File: src/rtl/emac_csr_pkg.sv
package emac_csr_pkg;
  localparam int DATA_W   = 32;
  localparam int IDX_W    = 5;
  localparam int NUM_REGS = 1 << IDX_W;
  localparam int STA_W    = 16;
  localparam int PHY_W    = 5;
  localparam int PREG_W   = 5;

  localparam int RG_MODE      = 0;
  localparam int RG_ADDR_LO   = 1;
  localparam int RG_ADDR_HI   = 2;
  localparam int RG_HASH_LO   = 3;
  localparam int RG_HASH_HI   = 4;
  localparam int RG_MG_ADDR   = 5;
  localparam int RG_MG_DATA   = 6;
  localparam int RG_FLOW      = 7;
  localparam int RG_VLAN_A    = 8;
  localparam int RG_VLAN_B    = 9;
  localparam int RG_WAKE_CTL  = 10;
  localparam int RG_SYS_CTL   = 19;
  localparam int RG_SYS_STAT  = 20;
  localparam int RG_RX_STAT   = 21;
  localparam int RG_RX_STKY   = 22;
  localparam int RG_TX_STAT   = 24;
  localparam int RG_TX_STKY   = 25;
  localparam int RG_MMC_CTL   = 27;
  localparam int RG_MMC_RIRQS = 28;
  localparam int RG_MMC_TIRQS = 30;

  localparam int MODE_RX_BIT = 0;
  localparam int MODE_TX_BIT = 1;
  localparam int COMP_BIT    = 0;
  localparam int MG_BUSY_BIT = 0;
  localparam int MG_OP_BIT   = 1;
  localparam int MG_REG_LSB  = 2;
  localparam int MG_PHY_LSB  = 7;

  typedef enum logic [1:0] { K_PLAIN, K_W1C, K_SPECIAL } reg_kind_e;

  function automatic reg_kind_e kind_of(int i);
    case (i)
      RG_RX_STAT, RG_TX_STAT, RG_MG_ADDR, RG_MG_DATA: return K_SPECIAL;
      RG_WAKE_CTL, RG_SYS_STAT, RG_RX_STKY, RG_TX_STKY,
      RG_MMC_RIRQS, RG_MMC_TIRQS:                     return K_W1C;
      default:                                        return K_PLAIN;
    endcase
  endfunction

  function automatic logic [DATA_W-1:0] reset_value(int i);
    case (i)
      RG_ADDR_LO:                        return 32'hFFFF_FFFF;
      RG_ADDR_HI, RG_VLAN_A, RG_VLAN_B:  return 32'h0000_FFFF;
      RG_SYS_CTL:                        return 32'h0000_3F00;
      RG_MMC_CTL:                        return 32'h0000_000A;
      default:                           return '0;
    endcase
  endfunction

  function automatic logic [DATA_W-1:0] store_mask(int i);
    return (i == RG_MMC_CTL) ? ~32'h1 : '1;
  endfunction

  function automatic logic [DATA_W-1:0] clear_mask(int i);
    case (i)
      RG_WAKE_CTL: return 32'h0000_0F20;
      RG_SYS_STAT: return 32'h0000_00E1;
      default:     return '1;
    endcase
  endfunction

  function automatic bit others_writable(int i);
    return i == RG_WAKE_CTL;
  endfunction
endpackage

File: src/rtl/emac_csr_decode.sv
module emac_csr_decode
  import emac_csr_pkg::*;
#(
  parameter int ADDR_W = 6,
  parameter int SIZE_W = 2,
  parameter logic [SIZE_W-1:0] WORD_SIZE = SIZE_W'(2)
) (
  input  logic              req_valid_i,
  input  logic              req_write_i,
  input  logic [ADDR_W-1:0] req_addr_i,
  input  logic [SIZE_W-1:0] req_size_i,
  output logic              rd_ok_o,
  output logic              wr_ok_o,
  output logic [IDX_W-1:0]  idx_o,
  output logic              size_bad_o,
  output logic              map_bad_o
);
  logic upper_set;

  generate
    if (ADDR_W > IDX_W) begin : g_upper
      assign upper_set = |req_addr_i[ADDR_W-1:IDX_W];
    end else begin : g_no_upper
      assign upper_set = 1'b0;
    end
  endgenerate

  assign idx_o      = req_addr_i[IDX_W-1:0];
  assign size_bad_o = req_valid_i && (req_size_i != WORD_SIZE);
  assign map_bad_o  = req_valid_i && !size_bad_o && upper_set;
  assign rd_ok_o    = req_valid_i && !size_bad_o && !upper_set && !req_write_i;
  assign wr_ok_o    = req_valid_i && !size_bad_o && !upper_set && req_write_i;
endmodule

File: src/rtl/emac_csr_w1c_reg.sv
module emac_csr_w1c_reg #(
  parameter int              W            = 32,
  parameter logic [W-1:0]    CLR_MASK     = '1,
  parameter bit              PLAIN_OTHERS = 1'b0,
  parameter logic [W-1:0]    RST_VAL      = '0
) (
  input  logic         clk,
  input  logic         rst,
  input  logic         we_i,
  input  logic [W-1:0] wdata_i,
  input  logic [W-1:0] set_i,
  output logic [W-1:0] q_o
);
  logic [W-1:0] q_r, nxt;

  always_comb begin
    nxt = q_r;
    if (we_i) begin
      nxt = q_r & CLR_MASK & ~wdata_i;
      if (PLAIN_OTHERS) nxt = nxt | (wdata_i & ~CLR_MASK);
      else              nxt = nxt | (q_r & ~CLR_MASK);
    end
    nxt = nxt | set_i;
  end

  always_ff @(posedge clk) begin
    if (rst) q_r <= RST_VAL;
    else     q_r <= nxt;
  end

  assign q_o = q_r;

  // an event bit survives a clear in the same cycle
  assert_set_wins_R9: assert property (@(posedge clk) disable iff (rst)
    (|set_i) |=> ((q_r & $past(set_i)) == $past(set_i)));

  // with no event, written-one bits inside the mask end up clear
  assert_clear_by_one_R9: assert property (@(posedge clk) disable iff (rst)
    (we_i && set_i == '0) |=> ((q_r & $past(wdata_i) & CLR_MASK) == '0));
endmodule

File: src/rtl/emac_csr_mgmt.sv
module emac_csr_mgmt
  import emac_csr_pkg::*;
(
  input  logic              clk,
  input  logic              rst,
  input  logic              addr_we_i,
  input  logic              data_we_i,
  input  logic [DATA_W-1:0] wdata_i,
  input  logic              sta_done_i,
  input  logic [STA_W-1:0]  sta_rdata_i,
  input  logic              sta_nophy_i,
  output logic [DATA_W-1:0] addr_q_o,
  output logic [DATA_W-1:0] data_q_o,
  output logic              sta_start_o,
  output logic              sta_write_o,
  output logic [PHY_W-1:0]  sta_phy_o,
  output logic [PREG_W-1:0] sta_reg_o,
  output logic [STA_W-1:0]  sta_wdata_o
);
  logic [DATA_W-1:0] addr_q, data_q;
  logic              start_q;
  wire               busy = addr_q[MG_BUSY_BIT];
  localparam logic [DATA_W-1:0] NO_PHY_WORD = DATA_W'({STA_W{1'b1}});

  always_ff @(posedge clk) begin
    if (rst) begin
      addr_q  <= '0;
      data_q  <= '0;
      start_q <= 1'b0;
    end else begin
      start_q <= 1'b0;
      if (!busy) begin
        if (addr_we_i) begin
          addr_q              <= wdata_i;
          addr_q[MG_BUSY_BIT] <= 1'b1;
          start_q             <= 1'b1;
        end else if (data_we_i) begin
          data_q <= wdata_i;
        end
      end else if (sta_done_i) begin
        addr_q[MG_BUSY_BIT] <= 1'b0;
        if (!addr_q[MG_OP_BIT])
          data_q <= sta_nophy_i ? NO_PHY_WORD : DATA_W'(sta_rdata_i);
      end
    end
  end

  assign addr_q_o    = addr_q;
  assign data_q_o    = data_q;
  assign sta_start_o = start_q;
  assign sta_write_o = addr_q[MG_OP_BIT];
  assign sta_phy_o   = addr_q[MG_PHY_LSB +: PHY_W];
  assign sta_reg_o   = addr_q[MG_REG_LSB +: PREG_W];
  assign sta_wdata_o = data_q[STA_W-1:0];

  // start only ever pulses with busy already set
  assert_start_busy_R11: assert property (@(posedge clk) disable iff (rst)
    start_q |-> busy);

  // busy holds until the engine answers
  assert_busy_hold_R11: assert property (@(posedge clk) disable iff (rst)
    (busy && !sta_done_i) |=> busy);

  // an unanswered read loads all ones
  assert_nophy_R12: assert property (@(posedge clk) disable iff (rst)
    (busy && sta_done_i && !addr_q[MG_OP_BIT] && sta_nophy_i) |=> (data_q == NO_PHY_WORD));
endmodule

File: src/rtl/emac_csr_top.sv
module emac_csr_top
  import emac_csr_pkg::*;
#(
  parameter int ADDR_W = 6,
  parameter int SIZE_W = 2,
  parameter logic [SIZE_W-1:0] WORD_SIZE = SIZE_W'(2)
) (
  input  logic              clk,
  input  logic              rst,
  input  logic              req_valid_i,
  input  logic              req_write_i,
  input  logic [ADDR_W-1:0] req_addr_i,
  input  logic [SIZE_W-1:0] req_size_i,
  input  logic [31:0]       req_wdata_i,
  output logic              rsp_valid_o,
  output logic [31:0]       rsp_rdata_o,
  output logic              rsp_err_size_o,
  output logic              rsp_err_map_o,
  input  logic [31:0]       rx_evt_i,
  input  logic [31:0]       tx_evt_i,
  input  logic [31:0]       sys_evt_i,
  input  logic [31:0]       wake_evt_i,
  input  logic [31:0]       mmc_rx_evt_i,
  input  logic [31:0]       mmc_tx_evt_i,
  output logic              sta_start_o,
  output logic              sta_write_o,
  output logic [4:0]        sta_phy_o,
  output logic [4:0]        sta_reg_o,
  output logic [15:0]       sta_wdata_o,
  input  logic              sta_done_i,
  input  logic [15:0]       sta_rdata_i,
  input  logic              sta_nophy_i,
  output logic [31:0]       mode_o,
  output logic [47:0]       mac_addr_o,
  output logic [63:0]       hash_o,
  output logic [31:0]       flow_o,
  output logic [15:0]       vlan_a_o,
  output logic [15:0]       vlan_b_o,
  output logic [31:0]       sys_ctl_o,
  output logic              counters_clear_o
);
  logic             rd_ok, wr_ok, size_bad, map_bad;
  logic [IDX_W-1:0] idx;
  logic [DATA_W-1:0] view    [NUM_REGS];
  logic [DATA_W-1:0] set_bus [NUM_REGS];

  emac_csr_decode #(.ADDR_W(ADDR_W), .SIZE_W(SIZE_W), .WORD_SIZE(WORD_SIZE)) dec_i (
    .req_valid_i(req_valid_i), .req_write_i(req_write_i), .req_addr_i(req_addr_i),
    .req_size_i(req_size_i), .rd_ok_o(rd_ok), .wr_ok_o(wr_ok), .idx_o(idx),
    .size_bad_o(size_bad), .map_bad_o(map_bad)
  );

  always_comb begin
    for (int k = 0; k < NUM_REGS; k++) set_bus[k] = '0;
    set_bus[RG_WAKE_CTL]  = wake_evt_i;
    set_bus[RG_SYS_STAT]  = sys_evt_i;
    set_bus[RG_RX_STKY]   = rx_evt_i;
    set_bus[RG_TX_STKY]   = tx_evt_i;
    set_bus[RG_MMC_RIRQS] = mmc_rx_evt_i;
    set_bus[RG_MMC_TIRQS] = mmc_tx_evt_i;
  end

  generate
    for (genvar i = 0; i < NUM_REGS; i++) begin : g_reg
      localparam reg_kind_e KIND = kind_of(i);
      wire sel_wr = wr_ok && (idx == IDX_W'(i));
      if (KIND == K_PLAIN) begin : g_plain
        localparam logic [DATA_W-1:0] RV = reset_value(i);
        localparam logic [DATA_W-1:0] WM = store_mask(i);
        logic [DATA_W-1:0] q_r;
        always_ff @(posedge clk) begin
          if (rst)         q_r <= RV;
          else if (sel_wr) q_r <= req_wdata_i & WM;
        end
        assign view[i] = q_r;
      end else if (KIND == K_W1C) begin : g_w1c
        logic [DATA_W-1:0] q_w;
        emac_csr_w1c_reg #(
          .W(DATA_W), .CLR_MASK(clear_mask(i)),
          .PLAIN_OTHERS(others_writable(i)), .RST_VAL(reset_value(i))
        ) reg_i (
          .clk(clk), .rst(rst), .we_i(sel_wr), .wdata_i(req_wdata_i),
          .set_i(set_bus[i]), .q_o(q_w)
        );
        assign view[i] = q_w;
      end
    end
  endgenerate

  // Frame status words: read-only to the bus, cleared on a rising enable.
  logic [DATA_W-1:0] rx_stat_q, tx_stat_q;
  wire  wr_mode  = wr_ok && (idx == IDX_W'(RG_MODE));
  wire  rx_rise  = wr_mode && !view[RG_MODE][MODE_RX_BIT] && req_wdata_i[MODE_RX_BIT];
  wire  tx_rise  = wr_mode && !view[RG_MODE][MODE_TX_BIT] && req_wdata_i[MODE_TX_BIT];
  localparam logic [DATA_W-1:0] COMP_M = DATA_W'(1) << COMP_BIT;

  always_ff @(posedge clk) begin
    if (rst) begin
      rx_stat_q <= '0;
      tx_stat_q <= '0;
    end else begin
      rx_stat_q <= (rx_stat_q & ~(rx_rise ? COMP_M : '0)) | rx_evt_i;
      tx_stat_q <= (tx_stat_q & ~(tx_rise ? COMP_M : '0)) | tx_evt_i;
    end
  end
  assign view[RG_RX_STAT] = rx_stat_q;
  assign view[RG_TX_STAT] = tx_stat_q;

  emac_csr_mgmt mgmt_i (
    .clk(clk), .rst(rst),
    .addr_we_i(wr_ok && (idx == IDX_W'(RG_MG_ADDR))),
    .data_we_i(wr_ok && (idx == IDX_W'(RG_MG_DATA))),
    .wdata_i(req_wdata_i), .sta_done_i(sta_done_i), .sta_rdata_i(sta_rdata_i),
    .sta_nophy_i(sta_nophy_i), .addr_q_o(view[RG_MG_ADDR]), .data_q_o(view[RG_MG_DATA]),
    .sta_start_o(sta_start_o), .sta_write_o(sta_write_o), .sta_phy_o(sta_phy_o),
    .sta_reg_o(sta_reg_o), .sta_wdata_o(sta_wdata_o)
  );

  // Response and strobe registers.
  logic              rsp_valid_q, err_size_q, err_map_q, clr_q;
  logic [DATA_W-1:0] rdata_q;

  always_ff @(posedge clk) begin
    if (rst) begin
      rsp_valid_q <= 1'b0;
      err_size_q  <= 1'b0;
      err_map_q   <= 1'b0;
      rdata_q     <= '0;
      clr_q       <= 1'b0;
    end else begin
      rsp_valid_q <= req_valid_i;
      err_size_q  <= size_bad;
      err_map_q   <= map_bad;
      rdata_q     <= rd_ok ? view[idx] : '0;
      clr_q       <= wr_ok && (idx == IDX_W'(RG_MMC_CTL)) && req_wdata_i[0];
    end
  end

  assign rsp_valid_o      = rsp_valid_q;
  assign rsp_err_size_o   = err_size_q;
  assign rsp_err_map_o    = err_map_q;
  assign rsp_rdata_o      = rdata_q;
  assign counters_clear_o = clr_q;

  assign mode_o     = view[RG_MODE];
  assign mac_addr_o = {view[RG_ADDR_HI][15:0], view[RG_ADDR_LO]};
  assign hash_o     = {view[RG_HASH_HI], view[RG_HASH_LO]};
  assign flow_o     = view[RG_FLOW];
  assign vlan_a_o   = view[RG_VLAN_A][15:0];
  assign vlan_b_o   = view[RG_VLAN_B][15:0];
  assign sys_ctl_o  = view[RG_SYS_CTL];

  // wrong size flags a size error with zero data, never a map error
  assert_size_err_R1: assert property (@(posedge clk) disable iff (rst)
    (req_valid_i && req_size_i != WORD_SIZE) |=>
      (rsp_err_size_o && !rsp_err_map_o && rsp_rdata_o == '0));

  // a word access beyond the map flags a map error with zero data
  assert_map_err_R2: assert property (@(posedge clk) disable iff (rst)
    (req_valid_i && req_size_i == WORD_SIZE && req_addr_i >= ADDR_W'(NUM_REGS)) |=>
      (rsp_err_map_o && !rsp_err_size_o && rsp_rdata_o == '0));

  // every request is answered in the next cycle
  assert_rsp_timing_R3: assert property (@(posedge clk) disable iff (rst)
    req_valid_i |=> rsp_valid_o);

  // rising RX enable with no new event leaves RX complete clear
  assert_rx_edge_R5: assert property (@(posedge clk) disable iff (rst)
    (req_valid_i && req_write_i && req_size_i == WORD_SIZE && req_addr_i == ADDR_W'(RG_MODE)
     && !mode_o[MODE_RX_BIT] && req_wdata_i[MODE_RX_BIT] && !rx_evt_i[COMP_BIT])
    |=> !rx_stat_q[COMP_BIT]);

  // a bit-0 write to statistics control gives a one-cycle clear strobe
  assert_clear_pulse_R10: assert property (@(posedge clk) disable iff (rst)
    (req_valid_i && req_write_i && req_size_i == WORD_SIZE
     && req_addr_i == ADDR_W'(RG_MMC_CTL) && req_wdata_i[0]) |=> counters_clear_o);

  assert_clear_single_R10: assert property (@(posedge clk) disable iff (rst)
    (counters_clear_o && !(req_valid_i && req_write_i && req_wdata_i[0]))
    |=> !counters_clear_o);
endmodule

File: config.mk
export PLATFORM = sky130hd
export DESIGN_NAME = emac_csr_top
export DESIGN_NICKNAME = d
export VERILOG_FILES = /design/src/rtl/emac_csr_pkg.sv /design/src/rtl/emac_csr_decode.sv /design/src/rtl/emac_csr_w1c_reg.sv /design/src/rtl/emac_csr_mgmt.sv /design/src/rtl/emac_csr_top.sv
export SDC_FILE = /design/constraint.sdc
export NUM_CORES = 2
export LEC_CHECK = 0
export ABC_AREA = 1
export CORE_MARGIN = 5
export CORE_UTILIZATION = 45
export DETAILED_ROUTE_END_ITERATION = 10
export PLACE_DENSITY = 0.71
export RECOVER_POWER = 25
export SETUP_SLACK_MARGIN = 0.02
export SKIP_LAST_GASP = 1
export SYNTH_ARGS = -nofsm -noshare
export SYNTH_HDL_FRONTEND = slang
export SYNTH_SLANG_ARGS = --single-unit
File: constraint.sdc
create_clock -name clk -period 3.9 [get_ports clk]
set_clock_uncertainty 0.05 [all_clocks]
set_input_delay 0.78 -clock clk [delete_from_list [all_inputs] [get_ports clk]]
set_output_delay 0.78 -clock clk [all_outputs]
set_load 0.02 [all_outputs]
Word-level counts from Yosys, hierarchy flattened
Index checks and enable logic that the tools add are counted.
- order comparisons: 1
- equal/unequal tests: 33
- multiplexer cells: 21
- bitwise gates (word level): 24
- reduce and logical (&&, ||, !) cells: 52
- operator list (cell ; number):
    32-bit 2-to-1 mux ; 13
    32-bit bitwise OR ; 10
    32-bit bitwise AND ; 6
    32-bit binary-select mux with 5-bit select ; 1
    5-bit equality test, second input constant ; 14
    1-bit NOT with 32-bit output ; 2
    1-bit logical AND ; 41
    5-bit by 4-bit equality test with 1-bit output, second input constant ; 8
    12-bit by 32-bit bitwise AND with 32-bit output ; 1
    8-bit by 32-bit bitwise AND with 32-bit output ; 1
    32-bit NOT ; 1
    5-bit by 3-bit equality test with 1-bit output, second input constant ; 4
    16-bit 2-to-1 mux ; 1
    5-bit by 2-bit equality test with 1-bit output, second input constant ; 2
    6-bit >= comparator, second input constant ; 1
    1-bit 2-to-1 mux ; 6
    2-bit inequality test, second input constant ; 3
    5-bit NOT with 6-bit output ; 1
    5-bit by 1-bit equality test with 1-bit output, second input constant ; 1
    1-bit zero test ; 5
    5-bit zero test ; 1
    4-bit AND reduction ; 1
    2-bit OR reduction ; 2
    2-bit by 1-bit inequality test with 1-bit output, second input constant ; 1
    other kinds (3) ; 4
- register bits after elaboration: 1060
- bits of input ports: 254
- word-level logic and storage cells: 170

Depth between registers and ports, before layout
- depth in word-level cells: 13
- depth in mapped cells: 12
- gate-level depth less buffers: 10

Modules after synthesis
From an unflattened synthesis, not the netlist that was laid out.
- cells, all modules: 7563
- area, all modules: 49565.0 sq um
- by module, submodules not included (module ; instances ; cells each ; area an instance (sq um) ; sequential area each (sq um)):
    emac_csr_top ; 1 ; 6141 ; 39165.1 ; 16075.4
    emac_csr_w1c_reg at g_reg[22].g_w1c.reg_i ... ; 4 ; 166 ; 1232.4 ; 640.6
    emac_csr_mgmt ; 1 ; 419 ; 2922.8 ; 1301.2
    emac_csr_w1c_reg at g_reg[10].g_w1c.reg_i ; 1 ; 219 ; 1517.7 ; 640.6
    emac_csr_w1c_reg at g_reg[20].g_w1c.reg_i ; 1 ; 107 ; 949.7 ; 640.6
    emac_csr_decode ; 1 ; 13 ; 80.1 ; 0.0

Worst setup path after synthesis
No wires, ideal clock.
- path kind: input port to flip-flop
- from: input req_addr_i[1]
- to: register g_reg[9].g_plain.q_r[21]
- library setup time: 0.133 ns
- data arrival time: 1.987 ns
- data required time: 3.717 ns
- setup slack: 1.731 ns
- stages on the path: 10
- path buffers: 4
- path through: inv_2 -> buf_4 -> nand2_1 -> buf_2 -> nor2_1 -> nand2_2 -> inv_2 -> buf_2 -> buf_2 -> a21oi_1
- word-level cells in the longest chain between the ends: 2
- RTL lines (element ; RTL line ; RTL):
    start: declaration ; emac_csr_top.sv:12 ; input logic [ADDR_W-1:0] req_addr_i,
    5-bit by 4-bit equality test with 1-bit output ; emac_csr_top.sv:66 ; wire sel_wr = wr_ok && (idx == IDX_W'(i));
    1-bit logical AND ; emac_csr_top.sv:66 ;
    end signal: assignment ; emac_csr_top.sv:73 ; else if (sel_wr) q_r <= req_wdata_i & WM;
    end: declaration ; emac_csr_top.sv:70 ; logic [DATA_W-1:0] q_r;
Every way passes these cells.
A chain may end at the register's enable or synchronous reset.

Worst setup path in the final report
- from: input req_addr_i[1]
- to: register g_reg[25].g_w1c.reg_i.q_r[29]
- word-level cells in the longest chain between the ends: 4
- RTL lines (element ; RTL line ; RTL):
    5-bit equality test ; emac_csr_top.sv:66 ;
    1-bit logical AND ; emac_csr_top.sv:66 ;
    32-bit 2-to-1 mux ; emac_csr_w1c_reg.sv:18 ; if (we_i) begin
    32-bit bitwise OR ; emac_csr_w1c_reg.sv:23 ; nxt = nxt | set_i;
    end signal: assignment ; emac_csr_w1c_reg.sv:28 ; else q_r <= nxt;
    end: declaration ; emac_csr_w1c_reg.sv:14 ; logic [W-1:0] q_r, nxt;
Every way passes these cells.

==> flow_results.xml <==
<?xml version="1.0" encoding="UTF-8"?>
<metrics>
  <group name="placed_design">
    <metric name="half_perimeter_wire_length_of_the_detailed_placement_result" unit="um">131000</metric>
    <metric name="post-place-ws" unit="ns">0.493</metric>
    <metric name="numPlacedInstances" unit="">8017</metric>
    <metric name="standard_cell_area_after_detailed_placement" unit="mm2">0.0519</metric>
    <metric name="io_buffers" unit="">557</metric>
    <metric name="place_congestion" unit="">0.987</metric>
  </group>
  <group name="sta">
    <metric name="rsz0062_at_grt" unit="">no</metric>
    <metric name="tightestPinTransition" unit="ns">1.93</metric>
    <metric name="setup-tns-final" unit="ns">0</metric>
    <metric name="finalSetupViolations" unit="">0</metric>
    <metric name="final_max_slew_viol_count" unit="">199</metric>
    <metric name="max_clock_freq" unit="MHz">287</metric>
    <metric name="timing.hold.ws" unit="ns">0.395</metric>
    <metric name="slew_hr" unit="%">-28.5</metric>
    <metric name="final_period_minus_worst_setup_slack" unit="ns">3.49</metric>
    <metric name="final.period_utilization" unit="%">89.5</metric>
    <metric name="final_hold_viol_count" unit="">0</metric>
    <metric name="final.setup.worst_slack" unit="ns">0.410</metric>
  </group>
  <group name="yosys">
    <metric name="area_fraction_in_compound_gates_after_synthesis" unit="%">21.9</metric>
    <metric name="sequential_cell_area_fraction_in_the_yosys_report" unit="%">46.5</metric>
    <metric name="postSynthAreaPerCell" unit="um2">6.97</metric>
    <metric name="synth_top_area_share" unit="%">46.5</metric>
    <metric name="synthFlopType" unit="">dfxtp_1</metric>
    <metric name="synth.top_cells.by_area" unit="">dfxtp_1 47%, nand2_1 15%, o21ai_0 9.9%</metric>
    <metric name="synthCells" unit="">6536</metric>
    <metric name="synth.mux.area_fraction" unit="%">0</metric>
    <metric name="synth-edff-count" unit="">0</metric>
    <metric name="synth_cell_types" unit="">31</metric>
    <metric name="synth_seq_cells" unit="">1060</metric>
    <metric name="post_synth_xor_area_fraction" unit="%">0</metric>
    <metric name="synthesis.area" unit="mm2">0.0456</metric>
    <metric name="synth_top_family_by_area" unit="">compound AO/OA/AOI/OAI gates</metric>
    <metric name="most_common_cell_in_the_synthesized_netlist" unit="">nand2_1</metric>
    <metric name="synth_fa_ha_area_share" unit="%">0</metric>
    <metric name="netlist_top_cells_count" unit="">1854 x nand2_1, 1060 x dfxtp_1, 898 x o21ai_0</metric>
    <metric name="synth.largest_area_cell" unit="">dfxtp_1</metric>
    <metric name="synthesis.nets" unit="">6790</metric>
    <metric name="synth-warning-count" unit="">0</metric>
    <metric name="synthSimpleGateAreaFrac" unit="%">21.5</metric>
    <metric name="asyncSetResetFlopFracSynth" unit="%">0</metric>
  </group>
  <group name="power">
    <metric name="pwr-share-seq" unit="%">46.1</metric>
    <metric name="pwr-share-clk" unit="%">45.8</metric>
    <metric name="cell_internal_pwr" unit="mW">18.2</metric>
    <metric name="ir_worst_vdd" unit="uV">340</metric>
    <metric name="total_leakage_power" unit="nW">24.3</metric>
    <metric name="total_power" unit="mW">24.1</metric>
    <metric name="p_per_area" unit="mW/mm2">434</metric>
    <metric name="power_switching_share" unit="%">24.8</metric>
    <metric name="power.net_switching" unit="mW">5.98</metric>
    <metric name="comb_power_share" unit="%">8.1</metric>
  </group>
  <group name="clock_tree">
    <metric name="cts.root.buffer_cell" unit="">clkbuf_16</metric>
    <metric name="cts_post_setup_buffers_inserted" unit="">0</metric>
    <metric name="ctsHtreeMaxLevel" unit="">3</metric>
    <metric name="clock_latency" unit="ns">0.70</metric>
    <metric name="clock_path_buffers" unit="">3</metric>
    <metric name="cts.clk_slew.worst_paths" unit="ns">0.06</metric>
    <metric name="postCtsResizedCells" unit="">0</metric>
    <metric name="cts_sinks" unit="">1060</metric>
    <metric name="postCtsHoldBufs" unit="">0</metric>
    <metric name="cts_inserted_buffers" unit="">109</metric>
    <metric name="cts_tree" unit="">yes</metric>
  </group>
  <group name="routing">
    <metric name="drt-initial-drc-count" unit="">6146</metric>
    <metric name="route.top_layer_used" unit="">met5</metric>
    <metric name="met3_length" unit="um">25600</metric>
    <metric name="route.layer.met1.wl" unit="um">78600</metric>
    <metric name="vias" unit="">46273</metric>
    <metric name="ant_nets" unit="">0</metric>
    <metric name="remaining_drc_errors" unit="">0</metric>
    <metric name="detail_route.wirelength" unit="um">188000</metric>
    <metric name="wl_met2" unit="um">76400</metric>
    <metric name="vias_per_cell" unit="">5.63</metric>
    <metric name="avgRoutedWirePerCell" unit="um">22.9</metric>
    <metric name="detail_route.first_pass.iterations" unit="">8</metric>
  </group>
  <group name="worst_setup_path">
    <metric name="criticalPathCategory" unit="">in2reg</metric>
    <metric name="critPathRequiredTime" unit="ns">4.47</metric>
    <metric name="endpoint_kind" unit="">flip-flop</metric>
    <metric name="most_frequent_cell_on_the_critical_path" unit="">nand2_1</metric>
    <metric name="crit_slowest_cell" unit="">clkbuf_1</metric>
    <metric name="worst-path-buf-inv" unit="">5</metric>
    <metric name="timing.critical_path.slowest_cell_delay" unit="ns">1.21</metric>
    <metric name="path_cells" unit="">buf_4 &gt; inv_4 &gt; nand2_1 &gt; clkbuf_1 &gt; nor2_1 &gt; nand2_1 &gt; clkbuf_2 &gt; o21ai_0 &gt; nand2_1 &gt; nand2_1 &gt; inv_1</metric>
    <metric name="r2r_end" unit="">mgmt_i.data_q_o[28]</metric>
    <metric name="crit_path_max_fanout" unit="">20</metric>
    <metric name="cp_top_family" unit="">buffers and inverters</metric>
    <metric name="r2r_setup_slack" unit="ns">1.62</metric>
    <metric name="r2r_cells" unit="">8</metric>
    <metric name="timing.rr.start" unit="">mgmt_i.addr_q_o[0]</metric>
    <metric name="worstPathArrival" unit="ns">4.06</metric>
    <metric name="start_kind" unit="">input pin</metric>
  </group>
  <group name="finish">
    <metric name="final_layout_size_suffix_gt1_share" unit="%">5.47</metric>
    <metric name="filler_free_cell_count_of_the_finished_design" unit="">8221</metric>
    <metric name="fin_util" unit="%">55.5</metric>
    <metric name="final_design_area_no_fill" unit="mm2">0.0556</metric>
    <metric name="nNetsFinal" unit="">7025</metric>
    <metric name="area_growth_from_synthesis_to_final_layout" unit="%">22.0</metric>
  </group>
  <group name="floorplan">
    <metric name="fp.dieArea" unit="mm2">0.108</metric>
    <metric name="chipWidth" unit="um">328</metric>
    <metric name="start_util" unit="%">45.5</metric>
    <metric name="pin_count" unit="">558</metric>
    <metric name="fp.coreArea" unit="mm2">0.100</metric>
    <metric name="fp-row-count" unit="">116</metric>
    <metric name="die_h" unit="um">328</metric>
  </group>
  <group name="flow_run">
    <metric name="max_cap_violations" unit="">5</metric>
  </group>
  <group name="global_routing">
    <metric name="globalRouteOverflowTotal" unit="">0</metric>
    <metric name="grt_start_max_net_pins" unit="">219</metric>
    <metric name="global_route_wire_length_before_repair" unit="um">275000</metric>
    <metric name="antenna_violations_before_repair" unit="">10</metric>
    <metric name="track_usage" unit="%">33.3</metric>
    <metric name="first_global_vias" unit="">41736</metric>
  </group>
  <group name="status">
    <metric name="status" unit="">complete, but fails checks</metric>
    <metric name="violations" unit="">capacitance limit, slew limit</metric>
  </group>
  <group name="min_path">
    <metric name="worstHoldStart" unit="">g_reg[31].g_plain.q_r[9]</metric>
    <metric name="holdCritPathClass" unit="">reg2reg</metric>
    <metric name="worstHoldEndpoint" unit="">g_reg[31].g_plain.q_r[9]</metric>
    <metric name="hold_depth" unit="">2</metric>
  </group>
</metrics>
## cell usage in the layout (no fill, tap or decap), types with 4 or more instances in the layout
cell type	synthesis	layout
nand4_1	69	69
a211oi_1	32	32
diode_2	0	7
clkbuf_16	0	110
clkdlybuf4s50_1	0	532
o21ai_0	898	901
a21boi_0	23	23
clkbuf_8	0	30
inv_1	482	485
nand2_1	1854	1853
buf_12	0	36
clkinv_2	0	19
nand2_2	4	5
buf_4	83	111
nor2_1	443	442
nand3_1	109	107
nor3_1	4	4
a22oi_1	62	62
dlygate4sd3_1	0	21
o211ai_1	83	83
a21oi_1	712	712
inv_6	0	6
o21bai_1	29	29
bufinv_16	0	12
nor2_4	7	10
inv_2	20	14
clkbuf_1	348	28
clkbuf_2	5	6
o21ai_1	36	33
dfxtp_1	1060	1060
## routing by layer
layer	vias up	GRT usage, %
li1	21526	-
met1	21562	47.8
met2	2824	47.3
met3	357	9.93
met5	-	0
met4	4	12.3
## layout make-up
type / count / area, um2
antenna: 7 / 17.5
clock buffer: 157 / 3220
clock inverter: 40 / 539
fill: 9412 / 44700
inverter: 505 / 1910
multi-input combinational: 4376 / 19800
sequential: 1060 / 21200
tap: 1357 / 1700
timing repair buffer: 719 / 7190
## registers in the layout, summed over array words and instances (netlist names), 32 cells and up
name and cells:
g.g_plain.q_r 607, g.g_w1c.reg_i.q_o 192, flow_o 32, mgmt_i.addr_q_o 32
mgmt_i.data_q_o 32, mode_o 32, rsp_rdata_o 32, rx_stat_q 32
sys_ctl_o 32, tx_stat_q 32
## power groups by stage
stage | Clock [mW] | Sequential [mW] | Combinational, mW
2_1_floorplan | 0 | 11.3 | 0.962
4_1_cts | 11.1 | 11.1 | 1.91
6_report | 11.0 | 11.1 | 1.97
3_3_place_gp | 0 | 11.4 | 1.88
3_5_place_dp | 0 | 11.4 | 1.90
5_1_grt | 11.5 | 11.1 | 2.08
## cell families (layout without fill, tap and decap cells)
family | count (synthesis) | count (layout)
AOI/OAI and AO/OA | 1878 | 1878
buffers and inverters | 1100 | 1421
DFF | 1060 | 1060
other | 0 | 7
and+or+nand+nor | 2498 | 2498
## worst min-delay path, stage by stage (launching register included)
cell and delay [ns]:
dfxtp_1 0.31, inv_1 0.05, a21oi_1 0.05
## worst max-delay path by stage
stage | startpoint | to | slack [ns] | cells past startpoint
2_1_floorplan | req_addr_i[1] | g_reg[9].g_plain.q_r[21] | 1.73 | 10
3_3_place_gp | req_addr_i[3] | g_reg[28].g_w1c.reg_i.q_o[24] | 0.58 | 9
3_5_place_dp | req_addr_i[3] | g_reg[28].g_w1c.reg_i.q_o[30] | 0.49 | 9
4_1_cts | mgmt_i.addr_q_o[1] | sta_write_o | 1.03 | 1
5_1_grt | req_addr_i[1] | g_reg[1].g_plain.q_r[1] | 0.44 | 9
6_report | req_addr_i[1] | g_reg[25].g_w1c.reg_i.q_o[29] | 0.41 | 11
(Power assumes the default switching activity.)
